$ cat src/rtl/sat_pkg.sv
package sat_pkg;

    localparam int SAMPLE_W   = 16;
    localparam int SLOT_W     = 2 * SAMPLE_W;   // padding assumes slot = 2 samples
    localparam int FRAME_BITS = 2 * SLOT_W;
    localparam int IDX_W      = $clog2(FRAME_BITS);

    typedef enum logic [1:0] {
        CLK_MASTER    = 2'd0,
        CLK_EXT_BIT   = 2'd1,
        CLK_SLAVE     = 2'd2,
        CLK_SLAVE_ALT = 2'd3
    } clk_mode_e;

    typedef struct packed {
        logic [SAMPLE_W-1:0] left;
        logic [SAMPLE_W-1:0] right;
    } stereo_t;

    typedef struct packed {
        logic msb_just;
        logic right_first;
        logic byte_swap;
        logic hold_last;
    } fmt_cfg_t;

    function automatic logic [SAMPLE_W-1:0] swap_bytes(input logic [SAMPLE_W-1:0] w);
        return {w[SAMPLE_W/2-1:0], w[SAMPLE_W-1:SAMPLE_W/2]};
    endfunction

    function automatic stereo_t swap_pair(input stereo_t s);
        stereo_t o;
        o.left  = swap_bytes(s.left);
        o.right = swap_bytes(s.right);
        return o;
    endfunction

    // upper half of the frame is the second slot
    function automatic logic slot_is_right(input logic [IDX_W-1:0] idx, input logic right_first);
        return idx[IDX_W-1] ^ right_first;
    endfunction

    // standard framing announces the next slot one bit early
    function automatic logic ws_for_index(input logic [IDX_W-1:0] idx, input fmt_cfg_t cfg);
        logic [IDX_W-1:0] look;
        look = cfg.msb_just ? idx : idx + IDX_W'(1);
        return slot_is_right(look, cfg.right_first) ^ cfg.msb_just;
    endfunction

    function automatic logic bit_for_index(input stereo_t s, input logic [IDX_W-1:0] idx,
                                           input logic right_first);
        logic [SAMPLE_W-1:0] word;
        logic [SAMPLE_W-1:0] shifted;
        logic [IDX_W-2:0]    pos;
        pos  = idx[IDX_W-2:0];
        word = slot_is_right(idx, right_first) ? s.right : s.left;
        if (pos[IDX_W-2])
            return 1'b0;
        shifted = word << pos[IDX_W-3:0];
        return shifted[SAMPLE_W-1];
    endfunction

endpackage

$ cat src/rtl/sat_fifo.sv
module sat_fifo #(
    parameter int DEPTH = 8,
    parameter int W     = 32
) (
    input  logic                         clk,
    input  logic                         rst,
    input  logic                         wr_valid,
    output logic                         wr_ready,
    input  logic [W-1:0]                 wr_data,
    input  logic                         rd_en,
    output logic [W-1:0]                 rd_data,
    output logic                         empty,
    output logic [$clog2(DEPTH+1)-1:0]   count
);
    localparam int AW = (DEPTH > 1) ? $clog2(DEPTH) : 1;
    localparam int CW = $clog2(DEPTH+1);

    logic [W-1:0]  mem [DEPTH];
    logic [AW-1:0] wp, rp;
    logic          push, pop;

    assign wr_ready = (count != CW'(DEPTH));
    assign empty    = (count == '0);
    assign push     = wr_valid && wr_ready;
    assign pop      = rd_en && !empty;
    assign rd_data  = mem[rp];

    function automatic logic [AW-1:0] step(input logic [AW-1:0] p);
        return (p == AW'(DEPTH-1)) ? '0 : p + AW'(1);
    endfunction

    always_ff @(posedge clk) begin
        if (push)
            mem[wp] <= wr_data;
    end

    always_ff @(posedge clk) begin
        if (rst) begin
            wp    <= '0;
            rp    <= '0;
            count <= '0;
        end else begin
            if (push) wp <= step(wp);
            if (pop)  rp <= step(rp);
            if (push && !pop)
                count <= count + CW'(1);
            else if (pop && !push)
                count <= count - CW'(1);
        end
    end

endmodule

$ cat src/rtl/sat_clk_front.sv
module sat_clk_front
    import sat_pkg::*;
#(
    parameter int BCLK_DIV = 4
) (
    input  logic      clk,
    input  logic      rst,
    input  clk_mode_e mode,
    input  logic      bclk_en,
    input  logic      bclk_pin_i,
    input  logic      ws_pin_i,
    output logic      bclk_o,
    output logic      fall_ev,
    output logic      ws_in_sync
);
    localparam int CNT_W = (BCLK_DIV > 2) ? $clog2(BCLK_DIV) : 1;
    localparam int HALF  = BCLK_DIV / 2;

    logic [CNT_W-1:0] cnt, cnt_nxt;
    logic             last;
    logic             master;
    logic [2:0]       bsync;
    logic [1:0]       wsync;
    logic             ext_fall;

    assign master = (mode == CLK_MASTER);
    assign last   = (cnt == CNT_W'(BCLK_DIV-1));

    always_comb begin
        if (!bclk_en || !master || last)
            cnt_nxt = '0;
        else
            cnt_nxt = cnt + CNT_W'(1);
    end

    always_ff @(posedge clk) begin
        if (rst) begin
            cnt    <= '0;
            bclk_o <= 1'b0;
            bsync  <= '0;
            wsync  <= '0;
        end else begin
            cnt    <= cnt_nxt;
            bclk_o <= master && bclk_en && (cnt_nxt >= CNT_W'(HALF));
            bsync  <= {bsync[1:0], bclk_pin_i};
            wsync  <= {wsync[0], ws_pin_i};
        end
    end

    // bsync[1] and wsync[1] are the same depth, so word-select lines up with the edge
    assign ext_fall   = bsync[2] && !bsync[1];
    assign ws_in_sync = wsync[1];
    assign fall_ev    = bclk_en && (master ? last : ext_fall);

endmodule

$ cat src/rtl/sat_framer.sv
module sat_framer
    import sat_pkg::*;
(
    input  logic     clk,
    input  logic     rst,
    input  logic     slave,
    input  fmt_cfg_t cfg,
    input  logic     bclk_en,
    input  logic     fall_ev,
    input  logic     ws_in,
    input  stereo_t  head,
    input  logic     head_valid,
    output logic     pop,
    output logic     sd_o,
    output logic     ws_o,
    input  logic     uf_clr,
    output logic     underflow
);
    logic [IDX_W-1:0] idx, idx_nxt;
    logic             locked;
    logic             ws_prev;
    logic             first_ws;
    logic             resync;
    logic             start;
    stereo_t          cur, load_val, bits_src;

    assign first_ws = cfg.right_first ^ cfg.msb_just;
    assign resync   = slave && (ws_in != ws_prev) && (ws_in == first_ws);

    always_comb begin
        idx_nxt = idx;
        if (!bclk_en)
            idx_nxt = '1;
        else if (fall_ev) begin
            if (resync)
                idx_nxt = cfg.msb_just ? '0 : '1;
            else if (!slave || locked)
                idx_nxt = idx + IDX_W'(1);
        end
    end

    assign start = bclk_en && fall_ev && (idx_nxt == '0);
    assign pop   = start && head_valid;

    always_comb begin
        if (head_valid)
            load_val = cfg.byte_swap ? swap_pair(head) : head;
        else if (cfg.hold_last)
            load_val = cur;
        else
            load_val = '0;
    end

    assign bits_src = start ? load_val : cur;

    always_ff @(posedge clk) begin
        if (rst) begin
            idx       <= '1;
            locked    <= 1'b0;
            ws_prev   <= 1'b0;
            cur       <= '0;
            sd_o      <= 1'b0;
            ws_o      <= 1'b0;
            underflow <= 1'b0;
        end else begin
            idx  <= idx_nxt;
            sd_o <= bit_for_index(bits_src, idx_nxt, cfg.right_first);
            ws_o <= ws_for_index(idx_nxt, cfg);
            if (start)
                cur <= load_val;
            if (fall_ev)
                ws_prev <= ws_in;
            if (!bclk_en || !slave)
                locked <= 1'b0;
            else if (fall_ev && resync)
                locked <= 1'b1;
            if (start && !head_valid)
                underflow <= 1'b1;
            else if (uf_clr)
                underflow <= 1'b0;
        end
    end

endmodule

$ cat src/rtl/serial_audio_tx.sv
module serial_audio_tx
    import sat_pkg::*;
#(
    parameter int BCLK_DIV   = 4,
    parameter int FIFO_DEPTH = 8
) (
    input  logic                clk,
    input  logic                rst,
    input  logic [1:0]          clk_mode,
    input  logic                fmt_msb_just,
    input  logic                fmt_right_first,
    input  logic                fmt_byte_swap,
    input  logic                fmt_hold_last,
    input  logic                bclk_en,
    input  logic                wr_valid,
    output logic                wr_ready,
    input  logic [SAMPLE_W-1:0] wr_left,
    input  logic [SAMPLE_W-1:0] wr_right,
    output logic                underflow,
    input  logic                underflow_clr,
    input  logic                bclk_i,
    input  logic                ws_i,
    output logic                bclk_o,
    output logic                bclk_oe,
    output logic                ws_o,
    output logic                ws_oe,
    output logic                sd_o
);
    localparam int PAIR_W = $bits(stereo_t);
    localparam int CNT_W  = $clog2(FIFO_DEPTH+1);

    clk_mode_e         mode;
    fmt_cfg_t          cfg;
    stereo_t           wr_pair, head;
    logic [PAIR_W-1:0] fifo_rd;
    logic [CNT_W-1:0]  fifo_cnt;
    logic              fifo_empty;
    logic              pop;
    logic              fall_ev;
    logic              ws_sync;

    assign mode          = clk_mode_e'(clk_mode);
    assign cfg.msb_just    = fmt_msb_just;
    assign cfg.right_first = fmt_right_first;
    assign cfg.byte_swap   = fmt_byte_swap;
    assign cfg.hold_last   = fmt_hold_last;
    assign wr_pair.left  = wr_left;
    assign wr_pair.right = wr_right;
    assign head          = fifo_rd;

    assign bclk_oe = (mode == CLK_MASTER);
    assign ws_oe   = !clk_mode[1];

    sat_fifo #(.DEPTH(FIFO_DEPTH), .W(PAIR_W)) u_fifo (
        .clk      (clk),
        .rst      (rst),
        .wr_valid (wr_valid),
        .wr_ready (wr_ready),
        .wr_data  (wr_pair),
        .rd_en    (pop),
        .rd_data  (fifo_rd),
        .empty    (fifo_empty),
        .count    (fifo_cnt)
    );

    sat_clk_front #(.BCLK_DIV(BCLK_DIV)) u_clk (
        .clk        (clk),
        .rst        (rst),
        .mode       (mode),
        .bclk_en    (bclk_en),
        .bclk_pin_i (bclk_i),
        .ws_pin_i   (ws_i),
        .bclk_o     (bclk_o),
        .fall_ev    (fall_ev),
        .ws_in_sync (ws_sync)
    );

    sat_framer u_frm (
        .clk        (clk),
        .rst        (rst),
        .slave      (clk_mode[1]),
        .cfg        (cfg),
        .bclk_en    (bclk_en),
        .fall_ev    (fall_ev),
        .ws_in      (ws_sync),
        .head       (head),
        .head_valid (!fifo_empty),
        .pop        (pop),
        .sd_o       (sd_o),
        .ws_o       (ws_o),
        .uf_clr     (underflow_clr),
        .underflow  (underflow)
    );

endmodule

$ cat config.mk
export PLATFORM = sky130hd
export DESIGN_NAME = serial_audio_tx
export DESIGN_NICKNAME = d
export VERILOG_FILES = /design/src/rtl/sat_pkg.sv /design/src/rtl/sat_fifo.sv /design/src/rtl/sat_clk_front.sv /design/src/rtl/sat_framer.sv /design/src/rtl/serial_audio_tx.sv
export SDC_FILE = /design/constraint.sdc
export NUM_CORES = 1
export LEC_CHECK = 0
export ABC_AREA = 0
export CORE_MARGIN = 4
export CORE_UTILIZATION = 55
export CTS_CLUSTER_DIAMETER = 100
export DETAILED_ROUTE_END_ITERATION = 7
export GPL_ROUTABILITY_DRIVEN = 1
export PLACE_DENSITY = 0.82
export SETUP_SLACK_MARGIN = 0.3
export SLEW_MARGIN = 20
export SYNTH_ARGS = -nofsm -noshare
export SYNTH_HDL_FRONTEND = slang
export SYNTH_SLANG_ARGS = --single-unit
$ cat constraint.sdc
create_clock -name clk -period 5.77 [get_ports clk]
set_input_delay 0.577 -clock clk [delete_from_list [all_inputs] [get_ports clk]]
set_output_delay 0.577 -clock clk [all_outputs]
set_load 0.05 [all_outputs]
* After elaboration in Yosys (flattened, before gate mapping)
Memories as Yosys holds them, arrays and structs flattened. A register that Yosys moved wholly into a read port is not among the register bits.
Cells that the tools add are included.
** Word-level totals
- Bits in writable memories :: 256
- Memories :: 1
- Memory bits (read-only) :: 0
- Output and inout port bits :: 7
- Flip-flop bits (word level) :: 61
- Bits of input ports :: 45
- Latch bits :: 0
** Memories
- u_fifo.mem :: depth 8, bits a word 32, rd ports 1, clocked after memory_dff 1, write ports 1, RTL line sat_fifo.sv:18 : logic [W-1:0] mem [DEPTH];
** Cells by class
- Bitwise operators :: 4
- $add $sub $neg :: 7
- Mux-type cells :: 27
- Reductions and logical operators :: 32
- Equality and inequality tests :: 6
- Shift-type cells :: 1
- $lt $le $gt $ge :: 1
- Divide/modulo/power cells :: 0
- Multipliers :: 0
** Operators by type and width (count)
- 32-bit two-way mux :: 4
- 6-bit two-way mux :: 6
- 16-bit two-way mux :: 1
- 16-bit by 4-bit << shifter with 16-bit output :: 1
- 1-bit logical AND :: 15
- 6-bit by 1-bit adder with 6-bit output, second input constant :: 2
- 3-bit two-way mux :: 4
- 1-bit two-way mux :: 9
- 4-bit two-way mux :: 2
- 1-bit zero test :: 7
- 3-bit by 1-bit adder with 3-bit output, second input constant :: 2
- 3-bit == test, second input constant :: 2
- 6-bit zero test :: 1
- 4-bit by 1-bit adder with 4-bit output, second input constant :: 1
- 4-bit zero test :: 1
- 1-bit logical OR :: 4
- 4-bit inequality test, second input constant :: 1
- 2-bit nonzero test :: 2
- 4-bit by 1-bit subtractor with 4-bit output, second input constant :: 1
- 1-bit XOR :: 4
- 2-bit by 1-bit adder with 2-bit output, second input constant :: 1
- 2-bit == test, second input constant :: 1
- 2-bit greater-or-equal comparator, second input constant :: 1
- 2-bit zero test :: 1
- other kinds (4) :: 4

* Longest topological paths before layout
- Depth after elaboration :: 13
- Mapped depth :: 16

* Hierarchy
From an unflattened synthesis, not the netlist that was laid out.
** Unflattened totals
- Cell total of the unflattened synthesis :: 800
- Area, all modules :: 13466.7 sq um
** Modules (own cells, without submodules)
- sat_fifo :: times used 1, cells an instance 443, seq. area each 7947.6 sq um, area each 10461.3 sq um
- sat_framer :: times used 1, cells an instance 330, seq. area each 860.8 sq um, area each 2732.6 sq um
- sat_clk_front :: times used 1, cells an instance 24, seq. area each 160.2 sq um, area each 261.5 sq um
- serial_audio_tx :: times used 1, cells an instance 3, seq. area each 0.0 sq um, area each 11.3 sq um

* Worst setup path before layout
Ideal clock, no wire load.
- Path kind :: register -> register
- From :: register u_fifo.count[0]
- To :: memory u_fifo.mem[0][0], enable pin
- Setup slack :: 1.007 ns
- Data arrival time :: 4.261 ns
- Stages on the path, launching flop included :: 5
- Data required time :: 5.268 ns
- Cells stage by stage :: dfxtp_1 nor3_1 nand2_1 nand2_1 nor4_1
** On the way
- Word-level cells in the longest chain between the ends :: 4
** Ends and longest elaborated chain
- start, declared :: RTL line sat_fifo.sv:13 : output logic [$clog2(DEPTH+1)-1:0] count
- start signal, assigned :: RTL line sat_fifo.sv:46 : count <= count + CW'(1);
- start signal, assigned :: RTL line sat_fifo.sv:48 : count <= count - CW'(1);
- 4-bit inequality test :: RTL line sat_fifo.sv:22 : assign wr_ready = (count != CW'(DEPTH));
- via wr_ready :: RTL line serial_audio_tx.sv:16 : output logic wr_ready,
- 1-bit logical AND :: RTL line sat_fifo.sv:24 : assign push = wr_valid && wr_ready;
- 1-bit two-way mux :: RTL line sat_fifo.sv:33 : if (push)
- 1-bit two-way mux (not written as such) :: RTL line sat_fifo.sv:34 : mem[wp] <= wr_data;
- end, declared :: RTL line sat_fifo.sv:18
The timed path passes the listed nets, and every way through them passes these cells.

* Worst setup path in the final report
- From :: input clk_mode[1]
- To :: register u_fifo.count[3]
** On the way
- Word-level cells in the longest chain between the ends :: 13
- Elaborated cells between the ends (all ways) :: 21
- Those cells by class :: mux (6); reduce/logical (15)
** Ends and longest elaborated chain
- start, declared :: RTL line serial_audio_tx.sv:9 : input logic [1:0] clk_mode,
- 1-bit zero test :: RTL line sat_framer.sv:37 : else if (!slave || locked)
- 1-bit logical OR :: RTL line sat_framer.sv:37
- 6-bit two-way mux :: RTL line sat_framer.sv:37
- 6-bit two-way mux :: RTL line sat_framer.sv:35 : if (resync)
- 6-bit two-way mux :: RTL line sat_framer.sv:34 : else if (fall_ev) begin
- 6-bit two-way mux :: RTL line sat_framer.sv:32 : if (!bclk_en)
- 6-bit zero test :: RTL line sat_framer.sv:42 : assign start = bclk_en && fall_ev && (idx_nxt == '0);
- 1-bit logical AND * :: RTL line sat_framer.sv:42
- 1-bit logical AND * :: RTL line sat_framer.sv:43 : assign pop = start && head_valid;
- 1-bit logical AND * :: RTL line sat_fifo.sv:25 : assign pop = rd_en && !empty;
- 1-bit zero test :: RTL line sat_fifo.sv:45 : if (push && !pop)
- 1-bit logical AND :: RTL line sat_fifo.sv:45
- 4-bit two-way mux or 2-bit nonzero test (tied branches)
Every way passes the cells marked *; elsewhere a longest branch is shown, timed or not.
A chain may end at the register's enable or synchronous reset.

==> results_dict.tcl <==
set metrics [dict create \
    status "complete, no violations" \
    ctsHoldBuffers 0 \
    p_leak_nw 4.97 \
    r2r_slack_ns 1.94 \
    setup_viol 0 \
    hold_slack_ns 0.442 \
    async_flop_share_pct 0 \
    die_y_um 163 \
    finalInstanceArea_um2 15100 \
    yosys.area.top_type "edfxtp_1" \
    antenna_found_initial 0 \
    insertion_delay_ns 0.55 \
    holdPathStages 1 \
    place_area_um2 14000 \
    nets 925 \
    clock_skew_ns 0.0110 \
    path_clk_slew_ns 0.06 \
    syn_nets 867 \
    hpwl_mm 15.5 \
    worstRegToRegCells 15 \
    route.detailed.drc 0 \
    drt_iter0_markers 637 \
    dr_wl_met2_mm 12.7 \
    slew_viol_final 0 \
    route.layer.met1.wl_mm 11.3 \
    yosys_warnings 0 \
    clk_path_buf_depth 3 \
    track_usage_pct 20.4 \
    nFillCells 1623 \
    fin_crit_ns 4.09 \
    fp.dieW_um 163 \
    synth.top_cell.area_share_pct 58.5 \
    hold_start "u_clk.wsync[0]" \
    final_layout_size_suffix_gt1_share_pct 17.8 \
    min_path_type "reg -> reg" \
    grt_pass1_wl_mm 42.2 \
    hold_viol 0 \
    cp-end-kind "flip-flop" \
    synth-seq-area-share_pct 68.2 \
    peakVddDrop_mv 0.271 \
    numPortBuffers 51 \
    postSynthAreaPerCell_um2 16.2 \
    crit_required_ns 6.24 \
    timing.rr.start "u_clk.wsync[1]" \
    io_pins 52 \
    coreArea_um2 23500 \
    cts_made_buffers 31 \
    rsz0062_at_grt "false" \
    worst_ep_arrival_time_ns 4.56 \
    syn_area_um2 13100 \
    synthCells 812 \
    h-tree-depth 1 \
    tns_ns 0 \
    synth-seq-cells 320 \
    grt_pass1_vias 7554 \
    max_slew_margin_pct 28.0 \
    cts_tree "built" \
    diodes 0 \
    yosysMostFrequentCell "edfxtp_1" \
    routed_wl_mm 26.6 \
    cts_sinks 320 \
    finalCritPeriodShare_pct 70.9 \
    grt-ovfl-total 0 \
    gp_congestion 0.888 \
    syn_to_final_growth_pct 15.0 \
    synth-main-ff-cell "edfxtp_1" \
    ant_nets 0 \
    routedWlPerCell_um 21.9 \
    dr_wl_met3_mm 1.87 \
    num_vias 7407 \
    initial_core_util_pct 56.0 \
    worst_pin_slew_ns 1.07 \
    ys_types 68 \
    power_density_nw_per_um2 335 \
    dr.pass1.iters 5 \
    row_count 56 \
    cts_resized 0 \
    cts_setup_buffers 0 \
    top_layer_used "met4" \
    synth_edf_count 256 \
    clockRootBuffer "clkbuf_16" \
    cp_max_fo 11 \
    vias_per_cell 6.11 \
    max_clock_freq_mhz 244 \
    die-area_um2 26400 \
    ys_top_cells_by_count "edfxtp_1, dfxtp_1, mux2i_1" \
    path_class "in -> reg" \
    hold_path_end "u_clk.wsync[1]" \
    r2r-end "u_fifo.count[3]" \
    cap_viol_max_count 0 \
    grt_max_degree 50 \
    critPathLaunchType "primary input" \
    synth.area.top_cells "edfxtp_1, dfxtp_1, mux4_2" \
]
==> worst max-delay path: stages <==
cell and delay (ns):
clkdlybuf4s50_1 0.55, nor2_2 0.32, mux2i_2 0.52, a311oi_1 0.12, a211o_1 0.38, nand4b_4 0.27, nor2_4 0.15, inv_1 0.17
ha_1 0.26, inv_1 0.12, ha_1 0.24, a21o_1 0.17, a21oi_1 0.17, xnor2_1 0.09, or3_1 0.30, a21oi_1 0.14
==> sequential cells by signal (all words and copies together) (netlist names), named ones only <==
signal	cells
u_clk.wsync	2
u_frm.sd_o	1
u_frm.cur	32
u_frm.underflow	1
u_frm.locked	1
u_frm.ws_o	1
u_clk.bsync	3
u_fifo.mem	256
u_clk.cnt	2
u_frm.idx	6
u_fifo.rp	3
u_fifo.wp	3
u_frm.ws_prev	1
u_fifo.count	4
u_clk.bclk_o	1
==> per-layer routing <==
layer  global-route usage [%]  vias up
met4                     6.75        0
met1                     28.8     3716
met3                     3.01       47
met5                        0        -
met2                     33.3      300
li1                         -     3344
==> stage by stage <==
step | worst slack (ns) | util [%] | power, mW | instances
floorplan | 1.01 | - | 2.87 | 812
global placement | 1.30 | 59.8 | 2.99 | 1156
detailed placement | 1.22 | 59.8 | 3.01 | 1156
CTS | 1.78 | 64.4 | 5.12 | 1213
global route | 1.41 | 64.4 | 5.25 | 1213
finish | 1.68 | 64.4 | 5.07 | 1213
==> how the worst max path moves through the flow <==
stage	from	to	slack (ns)	cells past startpoint
final	clk_mode[1]	u_fifo.count[3]	1.68	16
after detailed placement	clk_mode[1]	u_fifo.count[3]	1.22	16
after CTS	clk_mode[1]	u_fifo.count[3]	1.78	16
after global placement	clk_mode[1]	u_fifo.count[3]	1.30	16
after global routing	clk_mode[1]	u_fifo.count[3]	1.41	16
after floorplan	u_fifo.count[0]	u_fifo.mem[0][0]	1.01	4
==> placed cells by master, fill, tap and decap left out, drive strengths merged, types with 5 or more instances in the layout <==
| cell | n |
|---|---|
| edfxtp | 256 |
| mux2i | 66 |
| dfxtp | 64 |
| mux4 | 55 |
| nor2 | 55 |
| clkdlybuf4s50 | 49 |
| clkbuf | 36 |
| nand2 | 35 |
| a22oi | 29 |
| a21oi | 26 |
| o21ai | 19 |
| buf | 17 |
| nor3 | 15 |
| clkinv | 12 |
| inv | 11 |
| nor2b | 11 |
| mux2 | 10 |
| ha | 9 |
| nand2b | 8 |
| nand3 | 8 |
| and2 | 7 |
| a221oi | 7 |
| a211oi | 6 |
| bufinv | 6 |
| o21a | 5 |
| xnor2 | 5 |
==> power by group <==
part           internal, mW  switching (mW)
Clock                  1.28           0.833
Combinational         0.144           0.215
Sequential             2.57          0.0301
==> kinds of logic after synthesis <==
group,synth area share [%]
simple gates,6.32
fa+ha+maj,1.01
mux,15.4
xor+xnor,0.523
compound gates,6.90
buf+inv,1.62
flops,68.2
==> area by class of cell <==
cell class / count / area, um^2 / share of cell area, %
clock buffers: 36 / 815 / 5.39
clock inverters: 21 / 265 / 1.75
inverters: 10 / 37.5 / 0.248
multi-input cells: 441 / 4020 / 26.6
flip-flops and latches: 320 / 8970 / 59.3
well taps: 319 / 399 / 2.64
repair buffers: 66 / 613 / 4.05
Note: power is estimated with default switching activity, not from simulation.
